===== src/rtl/tblrd_pkg.sv =====
package tblrd_pkg;

    typedef enum logic [1:0] {
        ST_IDLE    = 2'd0,
        ST_ISSUE   = 2'd1,
        ST_CAPTURE = 2'd2
    } tblrd_state_e;

    typedef enum logic [1:0] {
        PTR_HOLD = 2'd0,
        PTR_LOAD = 2'd1,
        PTR_UP   = 2'd2,
        PTR_DOWN = 2'd3
    } ptr_op_e;

    // Load beats stepping; opposing steps cancel.
    function automatic ptr_op_e ptr_op_sel(input logic wr, input logic up, input logic down);
        if (wr)
            return PTR_LOAD;
        else if (up && !down)
            return PTR_UP;
        else if (down && !up)
            return PTR_DOWN;
        else
            return PTR_HOLD;
    endfunction

endpackage


===== src/rtl/tblrd_ptr.sv =====
module tblrd_ptr
    import tblrd_pkg::*;
#(
    parameter int PTR_W = 8
) (
    input  logic             clk,
    input  logic             rst_n,
    input  logic             wr_en,
    input  logic [PTR_W-1:0] wr_data,
    input  logic             step_up,
    input  logic             step_down,
    output logic [PTR_W-1:0] ptr_q
);

    localparam logic [PTR_W-1:0] ONE = PTR_W'(1);

    ptr_op_e          op;
    logic [PTR_W-1:0] ptr_d;

    assign op = ptr_op_sel(wr_en, step_up, step_down);

    always_comb begin
        unique case (op)
            PTR_LOAD: ptr_d = wr_data;
            PTR_UP:   ptr_d = ptr_q + ONE;
            PTR_DOWN: ptr_d = ptr_q - ONE;
            default:  ptr_d = ptr_q;
        endcase
    end

    always_ff @(posedge clk or negedge rst_n) begin
        if (!rst_n)
            ptr_q <= '0;
        else
            ptr_q <= ptr_d;
    end

endmodule


===== src/rtl/tblrd_fsm.sv =====
module tblrd_fsm
    import tblrd_pkg::*;
#(
    parameter int PTR_W = 8,
    parameter int DST_W = 7
) (
    input  logic             clk,
    input  logic             rst_n,
    input  logic             req,
    input  logic [DST_W-1:0] req_dst,
    input  logic [PTR_W-1:0] ptr_cur,
    output logic             issue,
    output logic             capture,
    output logic             busy,
    output logic [PTR_W-1:0] acc_ptr,
    output logic [DST_W-1:0] acc_dst
);

    tblrd_state_e state_q, state_d;
    logic         accept;

    assign accept = (state_q == ST_IDLE) && req;

    // State register
    always_ff @(posedge clk or negedge rst_n) begin
        if (!rst_n)
            state_q <= ST_IDLE;
        else
            state_q <= state_d;
    end

    // Transitions
    always_comb begin
        unique case (state_q)
            ST_IDLE:    state_d = req ? ST_ISSUE : ST_IDLE;
            ST_ISSUE:   state_d = ST_CAPTURE;
            ST_CAPTURE: state_d = ST_IDLE;
            default:    state_d = ST_IDLE;
        endcase
    end

    // Access context, frozen when the request is accepted
    always_ff @(posedge clk or negedge rst_n) begin
        if (!rst_n) begin
            acc_ptr <= '0;
            acc_dst <= '0;
        end else if (accept) begin
            acc_ptr <= ptr_cur;
            acc_dst <= req_dst;
        end
    end

    // Outputs
    always_comb begin
        issue   = 1'b0;
        capture = 1'b0;
        busy    = 1'b0;
        unique case (state_q)
            ST_IDLE: ;
            ST_ISSUE: begin
                issue = 1'b1;
                busy  = 1'b1;
            end
            ST_CAPTURE: begin
                capture = 1'b1;
                busy    = 1'b1;
            end
            default: ;
        endcase
    end

endmodule


===== src/rtl/tblrd_hold.sv =====
module tblrd_hold #(
    parameter int WORD_W = 14,
    parameter int BYTE_W = 8
) (
    input  logic              clk,
    input  logic              rst_n,
    input  logic              capture,
    input  logic [WORD_W-1:0] word,
    output logic [BYTE_W-1:0] lo_byte,
    output logic [BYTE_W-1:0] hi_q
);

    localparam int HI_W = WORD_W - BYTE_W;

    logic [BYTE_W-1:0] hi_d;

    assign lo_byte = word[BYTE_W-1:0];

    generate
        if (HI_W >= BYTE_W) begin : g_full
            assign hi_d = word[BYTE_W +: BYTE_W];
        end else begin : g_pad
            assign hi_d = {{(BYTE_W-HI_W){1'b0}}, word[WORD_W-1:BYTE_W]};
        end
    endgenerate

    always_ff @(posedge clk or negedge rst_n) begin
        if (!rst_n)
            hi_q <= '0;
        else if (capture)
            hi_q <= hi_d;
    end

endmodule


===== src/rtl/tblrd_unit.sv =====
module tblrd_unit #(
    parameter int ADDR_W = 12,
    parameter int WORD_W = 14,
    parameter int DST_W  = 7,
    parameter logic [ADDR_W-9:0] PAGE = '1
) (
    input  logic              clk,
    input  logic              rst_n,
    input  logic              ptr_wr_en,
    input  logic [7:0]        ptr_wr_data,
    input  logic              ptr_inc,
    input  logic              ptr_dec,
    input  logic              rd_req,
    input  logic [DST_W-1:0]  rd_dst,
    output logic              pm_rd_en,
    output logic [ADDR_W-1:0] pm_addr,
    input  logic [WORD_W-1:0] pm_rd_data,
    output logic              wb_en,
    output logic [DST_W-1:0]  wb_addr,
    output logic [7:0]        wb_data,
    output logic [7:0]        ptr_q,
    output logic [7:0]        hi_q,
    output logic              busy
);

    localparam int PTR_W = 8;

    logic [PTR_W-1:0] acc_ptr;
    logic             issue;
    logic             capture;

    tblrd_ptr #(.PTR_W(PTR_W)) u_ptr (
        .clk       (clk),
        .rst_n     (rst_n),
        .wr_en     (ptr_wr_en),
        .wr_data   (ptr_wr_data),
        .step_up   (ptr_inc),
        .step_down (ptr_dec),
        .ptr_q     (ptr_q)
    );

    tblrd_fsm #(.PTR_W(PTR_W), .DST_W(DST_W)) u_fsm (
        .clk     (clk),
        .rst_n   (rst_n),
        .req     (rd_req),
        .req_dst (rd_dst),
        .ptr_cur (ptr_q),
        .issue   (issue),
        .capture (capture),
        .busy    (busy),
        .acc_ptr (acc_ptr),
        .acc_dst (wb_addr)
    );

    tblrd_hold #(.WORD_W(WORD_W), .BYTE_W(PTR_W)) u_hold (
        .clk     (clk),
        .rst_n   (rst_n),
        .capture (capture),
        .word    (pm_rd_data),
        .lo_byte (wb_data),
        .hi_q    (hi_q)
    );

    assign pm_rd_en = issue;
    assign pm_addr  = {PAGE, acc_ptr};
    assign wb_en    = capture;

endmodule


===== config.mk =====
export PLATFORM = sky130hd
export DESIGN_NAME = tblrd_unit
export DESIGN_NICKNAME = d
export VERILOG_FILES = /design/src/rtl/tblrd_pkg.sv /design/src/rtl/tblrd_ptr.sv /design/src/rtl/tblrd_fsm.sv /design/src/rtl/tblrd_hold.sv /design/src/rtl/tblrd_unit.sv
export SDC_FILE = /design/constraint.sdc
export NUM_CORES = 1
export LEC_CHECK = 0
export BUFFER_PORTS_ARGS = -buffer_cell sky130_fd_sc_hd__buf_4
export CORE_MARGIN = 2
export CORE_UTILIZATION = 42
export DETAILED_ROUTE_END_ITERATION = 12
export PLACE_DENSITY = 0.75
export RECOVER_POWER = 50
export SYNTH_ARGS = -nofsm -noshare
export SYNTH_HDL_FRONTEND = slang
export SYNTH_SLANG_ARGS = --single-unit

===== constraint.sdc =====
create_clock -name clk -period 1.79 [get_ports clk]
set_clock_uncertainty 0.15 [all_clocks]
set_input_delay 0.179 -clock clk [delete_from_list [all_inputs] [get_ports clk]]
set_output_delay 0.179 -clock clk [all_outputs]
set_load 0.005 [all_outputs]

==> impl_results.md, run 1 <==
* Outcome: complete, but fails checks
* Failing checks: negative setup slack
* R2R Setup Slk at about 0.060 ns
* Seq cells post-synth at 31
* Final Cycle Share at 107%
* Placer congestion estimate at 0.796
* H-tree lvl count at 2
* Final #Nets at between 200 and 300
* R2R Path Start: u_ptr.ptr_q[1]$_DFFE_PN0P_
* Total CTS buffers at 5
* DR iter-0 viols at 24
* Pwr dens at about 970 mW/mm^2
* CTS Sinks at 31
* Most instantiated cells after synthesis: dfrtp_1 (31), mux2_2 (19), buf_4 (14)
* Tightest Pin Transition at between 0.7 and 0.8 ns
* First-pass GRT wire length at slightly above 6 mm
* Synthesized cell area at between 0.0015 and 0.002 sq mm
* P&R area growth vs syn at 48.6%
* Gr usage total at a little under a fifth
* Seq/Total Area, Yosys at 45.4%
* Die X at roughly 68 um
* Yosys top cell area share at between 40% and 50%
* Adder-cell share of the synthesized area at 3.66%
* Synth Instances at around 160
* Setup TNS at -0.319 ns
* RSZ-0062 raised after global routing: true
* Compound-Gate Fraction of Synth Area at between 10% and 20%
* DP Worst Slack at -0.483 ns
* Worst skew pair latency at 0.28 ns
* Core Footprint at 0.00394 sq mm
* Total power draw at around 2500 uW
* Critical path arrival at 1.95 ns
* Largest cells by area after synthesis: dfrtp_1 (45%), mux2_2 (13%), buf_4 (6.2%)
* Min-delay src: ptr_wr_data[5]
* Number of flops mapped to enable cells by yosys at 0
* Post-CTS Setup Inserts at 0
* Most used flip-flop cell after synthesis: dfrtp_1
* Fin. Hold Viols at 0
* Synth Area per Inst at 10.8 sq um
* Largest area contributor in the netlist: dfrtp_1
* Initial antenna violation count at 0
* Max IR drop VDD at around 630 uV
* CP Capture Type: flop
* Cells on Worst Hold Path at 3
* WHS Endpoint: u_ptr.ptr_q[5]$_DFFE_PN0P_
* Full die area at 0.00459 sq mm
* DRC at 0
* Max Buffers Root-to-Sink at 2
* Min-delay worst type: in -> reg
* Multiplexer area fraction after synthesis at between 10% and 20%
* Leak pwr at 0.00117 uW
* I/O Buffers at just under 60
* Met2 Routed Length at 2.02 mm
* Total global routing overflow at 0
* I/O pin cnt at around 80
* Clock slew at reported path FFs at approximately 0.060 ns
* R2R depth at 6
* Most frequent cell after synthesis: dfrtp_1
* Yosys warnings at 0
* Layout cells sized above 1 at between 40 and 50%
* Core Util, Final at 64.4%
* Worst Setup Slack, final at -0.121 ns
* Detail-routed via count per cell at approximately 5
* Wl on met1 at approximately 1.6 mm
* Critical path class: in -> reg
* Inserted Diodes at 0
* Setup violators final at 5
* Synth unique cells at 38
* Synth Area in XOR/XNOR at just over 3%
* Initial Utilization at between 40% and 50%
* HPWL Detailed at 2.72 mm
* Die H at ~68 um
* Worst EP required at approximately 1.8 ns
* ANT nets after route at 0
* F_max at around 0.52 GHz
* CTS tree: built
* First-pass DRT Iterations at 4
* WL final at 3.89 mm
* Crit path launch type: input pin
* DR top layer: met4
* Ys async rst share at 100%
* Num rows at 23
* Final max-slew violation count at 0
* Vias in the first global route at around 1400
* Met3 routed WL at roughly 220 um
* Simple logic cell fraction of the synthesized area at 9.96%
* CP max FO at 4
* Largest family of logic cells by synthesized area: compound AO/OA/AOI/OAI gates
* Max_cap viols at 0
* Slew headroom at 49.6%
* Root buf cell: clkbuf_8
* Via count at ~1400
* Reg-to-reg endpoint: u_ptr.ptr_q[6]$_DFFE_PN0P_
* Final Critical Period at 1.91 ns
* WL/cell at between 10 and 15 um
* Largest net degree at the start of global routing at 32
## flip-flops by register name (all words and copies together) (netlist names)
register / count
u_fsm.acc_ptr: 8
u_ptr.ptr_q: 8
u_fsm.acc_dst: 7
u_hold.hi_q: 6
u_fsm.state_q: 2
## worst max-delay path by stage
stage	from	to	slack (ns)	depth (start not counted)
after global routing	ptr_inc	u_ptr.ptr_q[2]$_DFFE_PN0P_	-0.22	11
after floorplan	ptr_dec	u_ptr.ptr_q[2]$_DFFE_PN0P_	-0.43	11
after CTS	ptr_inc	u_ptr.ptr_q[2]$_DFFE_PN0P_	-0.1	11
final	ptr_inc	u_ptr.ptr_q[6]$_DFFE_PN0P_	-0.12	10
after detailed placement	ptr_inc	u_ptr.ptr_q[6]$_DFFE_PN0P_	-0.48	10
after global placement	ptr_inc	u_ptr.ptr_q[6]$_DFFE_PN0P_	-0.44	10
## layout make-up
type / count / area, sq um
inverters: 9 / 38.8
flip-flops and latches: 31 / 776
well taps: 50 / 62.6
clock buffers: 6 / 82.6
fillers: 320 / 1400
clock inverters: 1 / 5.00
repair buffers: 91 / 737
multi-input cells: 97 / 837
## critical path, cell delays in order
cell and delay (ns):
buf_8 0.10, inv_6 0.04, ha_4 0.19, or3b_4 0.40
xnor2_2 0.16, ha_4 0.18, nor4_4 0.26, a2bb2oi_2 0.09
xor2_1 0.15, o31ai_1 0.19
## layout by cell type (no fill, tap or decap), types with 2 or more instances in the layout
| cell type | netlist | routed |
|---|---|---|
| mux2_2 | 19 | 19 |
| nand3_1 | 4 | 4 |
| clkbuf_4 | 0 | 8 |
| ha_1 | 5 | 3 |
| a22oi_1 | 5 | 5 |
| buf_4 | 14 | 62 |
| a22o_1 | 4 | 4 |
| conb_1 | 2 | 6 |
| o31ai_1 | 4 | 4 |
| nand2_1 | 9 | 9 |
| dfrtp_1 | 31 | 31 |
| ha_4 | 0 | 2 |
| a21oi_1 | 2 | 2 |
| inv_1 | 9 | 8 |
| dlygate4sd3_1 | 0 | 18 |
| o22a_1 | 3 | 3 |
| nor3_1 | 3 | 3 |
| xnor2_1 | 5 | 4 |
| o21ai_0 | 5 | 4 |
| nand2b_1 | 2 | 2 |
| clkbuf_8 | 0 | 6 |
| nor2_1 | 2 | 2 |
## report_power, final
group          leakage, uW  internal (uW)  switching [uW]
logic             0.000757            556             354
clock network    0.0000470            301             241
registers         0.000369            890             111
total              0.00117           1750             707
## stage by stage
step	hold slack [ns]	std cells	area [sq um]
floorplan	-0.267	162	1780
global placement	-0.0157	260	2230
global route	0.0303	285	2540
CTS	0.00472	285	2530
finish	0.0166	285	2540
detailed placement	-0.0137	260	2230
## logic make-up (layout without fill, tap and decap cells)
family	Yosys count	after routing
AND/OR/NAND/NOR	30	30
other	2	6
XOR/XNOR	6	6
multiplexers	20	20
AO/OA/AOI/OAI	30	30
buffers and inverters	34	107
flip-flops	31	31
adder cells (fa/ha/maj)	5	5
## what timing repair did
| action | CTS | global route |
|---|---|---|
| endpoints found under the hold margin | 48 | 0 |
| gates resized for setup | 6 | 2 |
| pin swaps | 9 | 3 |
| setup endpoints to repair | 7 | 6 |
| cloned | 0 | 0 |
| hold buffers | 18 | 0 |
## metal layers
| metal | GRT usage (%) | up-vias |
|---|---|---|
| li1 | - | 693 |
| met1 | 20.3 | 672 |
| met2 | 33.3 | 53 |
| met3 | 4.33 | 5 |
| met4 | 7.00 | 0 |
| met5 | 0 | - |
No activity file was read; power rests on OpenSTA's default activity.
==> inputs of run 2 (changes only) <==
--- a/config.mk
+++ b/config.mk
@@ -9,6 +9,7 @@
 export CORE_MARGIN = 2
 export CORE_UTILIZATION = 42
 export DETAILED_ROUTE_END_ITERATION = 12
+export HOLD_SLACK_MARGIN = 0.08
 export PLACE_DENSITY = 0.75
 export RECOVER_POWER = 50
 export SYNTH_ARGS = -nofsm -noshare
==> run 2 against run 1 <==
The run still ends with negative setup slack left. First-iteration DRC count rose by 8.3%. Sequential cell count unchanged. Via count up 0.91%. Sequential power hardly changed. Global-route usage rose by 0.11 points. Power is 0.29% higher. Critical path depth is the same. Routed wire length rose by 0.85%. Sequential share of layout area fell by 0.47 points. Design area up 1.6%. Non-clock buffer count rose by 4. Worst setup slack about the same. Highest routed layer unchanged.
==> impl_results.md, run 2 (same netlist as run 1, synthesis figures left out) <==
* Outcome: complete, but fails checks
* Failing checks: negative setup slack
* Setup violators final at 5 (unchanged)
* Slew headroom at 49.6% (about the same)
* Min-delay worst type: in -> reg
* Die X at 67.8 um (unchanged)
* Initial Utilization at 43.3% (unchanged)
* CTS tree: built
* Post-CTS Setup Inserts at 0 (unchanged)
* Fillers at 315 (-1.6%)
* WL final at 3.92 mm (+0.85%)
* DRC at 0 (unchanged)
* Core Util, Final at 65.4% (+1.0 points)
* CP max stage cell: or3b_4
* Max_cap viols at 0 (unchanged)
* Leak pwr at 0.00119 uW (+1.4%)
* First-pass DRT Iterations at 4 (unchanged)
* Most frequent cells in the layout: buf_4 (62), dfrtp_1 (31), dlygate4sd3_1 (22)
* Gr usage total at 18.3% (+0.11 points)
* H-tree lvl count at 2 (unchanged)
* Max incr delay on CP at 0.40 ns (about the same)
* Switching Share at 28.8% (about the same)
* Full die area at 0.00459 sq mm (unchanged)
* Via count at 1436 (+0.91%)
* I/O Buffers at 58 (unchanged)
* Critical path arrival at 1.95 ns (about the same)
* Die H at 67.8 um (unchanged)
* F_max at 0.523 GHz (about the same)
* P&R area growth vs syn at 51.0%
* Worst Hold Slack at 0.165 ns (+0.149 ns)
* Buf+Inv Stages, Crit Path at 2 (unchanged)
* HPWL Detailed at 2.72 mm (unchanged)
* CP Capture Type: flop
* Largest registers: u_fsm.acc_ptr (8), u_ptr.ptr_q (8), u_fsm.acc_dst (7)
* Final #Nets at 279 (+1.5%)
* Max Buffers Root-to-Sink at 2 (unchanged)
* Clock share of power at 22.0% (about the same)
* ANT nets after route at 0 (unchanged)
* Inserted Diodes at 0 (unchanged)
* Setup TNS at -0.316 ns (+0.00363 ns)
* Initial antenna violation count at 0 (unchanged)
* Sw Pwr at 708 uW (+0.21%)
* Placer congestion estimate at 0.796 (unchanged)
* Worst EP required at 1.83 ns (about the same)
* CP Cell Sequence: buf_8, inv_6, ha_4, or3b_4, xnor2_2, ha_4, nor4_4, a2bb2oi_2, xor2_1, o31ai_1
* Worst skew pair latency at 0.28 ns (about the same)
* CTS Sinks at 31 (unchanged)
* Sequential share of power at 40.7% (about the same)
* CP most frequent cell: ha_4
* Root buf cell: clkbuf_8
* Crit path launch type: input pin
* Final Critical Period at 1.91 ns (+0.000187 ns)
* Final Cycle Share at 107% (about the same)
* Pwr dens at 954 mW/mm^2 (-1.3%)
* Total CTS buffers at 5 (unchanged)
* Clock slew at reported path FFs at 0.06 ns (about the same)
* Final max-slew violation count at 0 (unchanged)
* DP Worst Slack at -0.483 ns (unchanged)
* Max IR drop VDD at 626 uV (+0.13%)
* CP max FO at 4 (unchanged)
* Most common cell after layout, fill and taps aside: buf_4
* DR iter-0 viols at 26 (+8.3%)
* Num rows at 23 (unchanged)
* Tightest Pin Transition at 0.757 ns (-0.0000698 ns)
* WL/cell at 13.6 um (-0.55%)
* Vias in the first global route at 1376 (+1.1%)
* Detail-routed via count per cell at 4.97 (-0.48%)
* First-pass GRT wire length at 6.16 mm (+0.67%)
* Fin. Hold Viols at 0 (unchanged)
* Int Pwr at 1750 uW (+0.32%)
* Core Footprint at 0.00394 sq mm (unchanged)
* Largest net degree at the start of global routing at 32 (unchanged)
* Crit path max-delay family: simple AND/OR/NAND/NOR gates
* Worst Setup Slack, final at -0.121 ns (-0.000187 ns)
* I/O pin cnt at 81 (unchanged)
* Layout cells sized above 1 at 47.3% (-0.80 points)
* RSZ-0062 raised after global routing: true
* Total global routing overflow at 0 (unchanged)
* Critical path class: in -> reg
* Power share of the combinational group at 37.3% (+0.2 points)
-- run 2: changes by cell type in the layout (fill, tap and decap cells not counted) --
cell	delta
dlygate4sd3_1	+4
-- run 2: final timing paths --
| kind | slack [ns] | cells past startpoint | start | to |
|---|---|---|---|---|
| max in group asynchronous | 0.65 | 2 | rst_n | u_hold.hi_q[2]$_DFFE_PN0P_ |
| worst min-delay path | 0.17 | 4 | rd_req | u_fsm.state_q[0]$_DFF_PN0_ |
| worst min register to register | 0.33 | 2 | u_fsm.acc_ptr[1]$_DFFE_PN0P_ | u_fsm.acc_ptr[1]$_DFFE_PN0P_ |
| worst max-delay path | -0.12 | 10 | ptr_inc | u_ptr.ptr_q[6]$_DFFE_PN0P_ |
| min in group asynchronous | 0.36 | 2 | rst_n | u_fsm.acc_ptr[4]$_DFFE_PN0P_ |
| worst max register to register | 0.06 | 6 | u_ptr.ptr_q[1]$_DFFE_PN0P_ | u_ptr.ptr_q[6]$_DFFE_PN0P_ |
-- run 2: cell type report --
cell class / instances / area [sq um] / share of cell area (%)
multi-input combinational: 97 / 837 / 32.5
tap: 50 / 62.6 / 2.43
clock buffer: 6 / 82.6 / 3.20
clock inverter: 1 / 5.00 / 0.194
timing repair buffer: 95 / 777 / 30.1
inverter: 9 / 38.8 / 1.50
sequential: 31 / 776 / 30.1
-- run 2: layer usage --
metal | track usage [%] | wire length [um] | vias up
met3 | 4.33 | 218 | 5
li1 | - | - | 701
met2 | 33.6 | 2040 | 53
met5 | 0 | 0 | -
met1 | 20.4 | 1610 | 677
met4 | 7.00 | 57 | 0
-- run 2: repair_timing --
action	in CTS	in global routing
resized for setup	6	2
hold buffers	22	0
cloned	0	0
hold endpoints to repair	52	0
pin swaps	9	3
setup endpoints to repair	7	6
-- run 2: power by group through the flow --
stage	Clock (uW)	Sequential [uW]	Combinational, uW
4_1_cts	564	1010	923
3_3_place_gp	0	1010	851
3_5_place_dp	0	1020	870
2_1_floorplan	0	1020	404
6_report	542	1000	917
5_1_grt	592	1030	1010
-- run 2: worst register-to-register path, delay by kind of cell (launching register included) --
family | cells | cell delay (ns)
AO/OA/AOI/OAI | 2 | 0.28
AND/OR/NAND/NOR | 1 | 0.26
adder cells (fa/ha/maj) | 1 | 0.18
XOR/XNOR | 2 | 0.33
flip-flops | 1 | 0.44
-- run 2: through the flow --
stage / instances / instance area, sq um / total power (uW)
5_1_grt: 289 / 2580 / 2630
3_5_place_dp: 260 / 2230 / 1890
2_1_floorplan: 162 / 1780 / 1430
3_3_place_gp: 260 / 2230 / 1860
4_1_cts: 289 / 2570 / 2490
6_report: 289 / 2580 / 2460
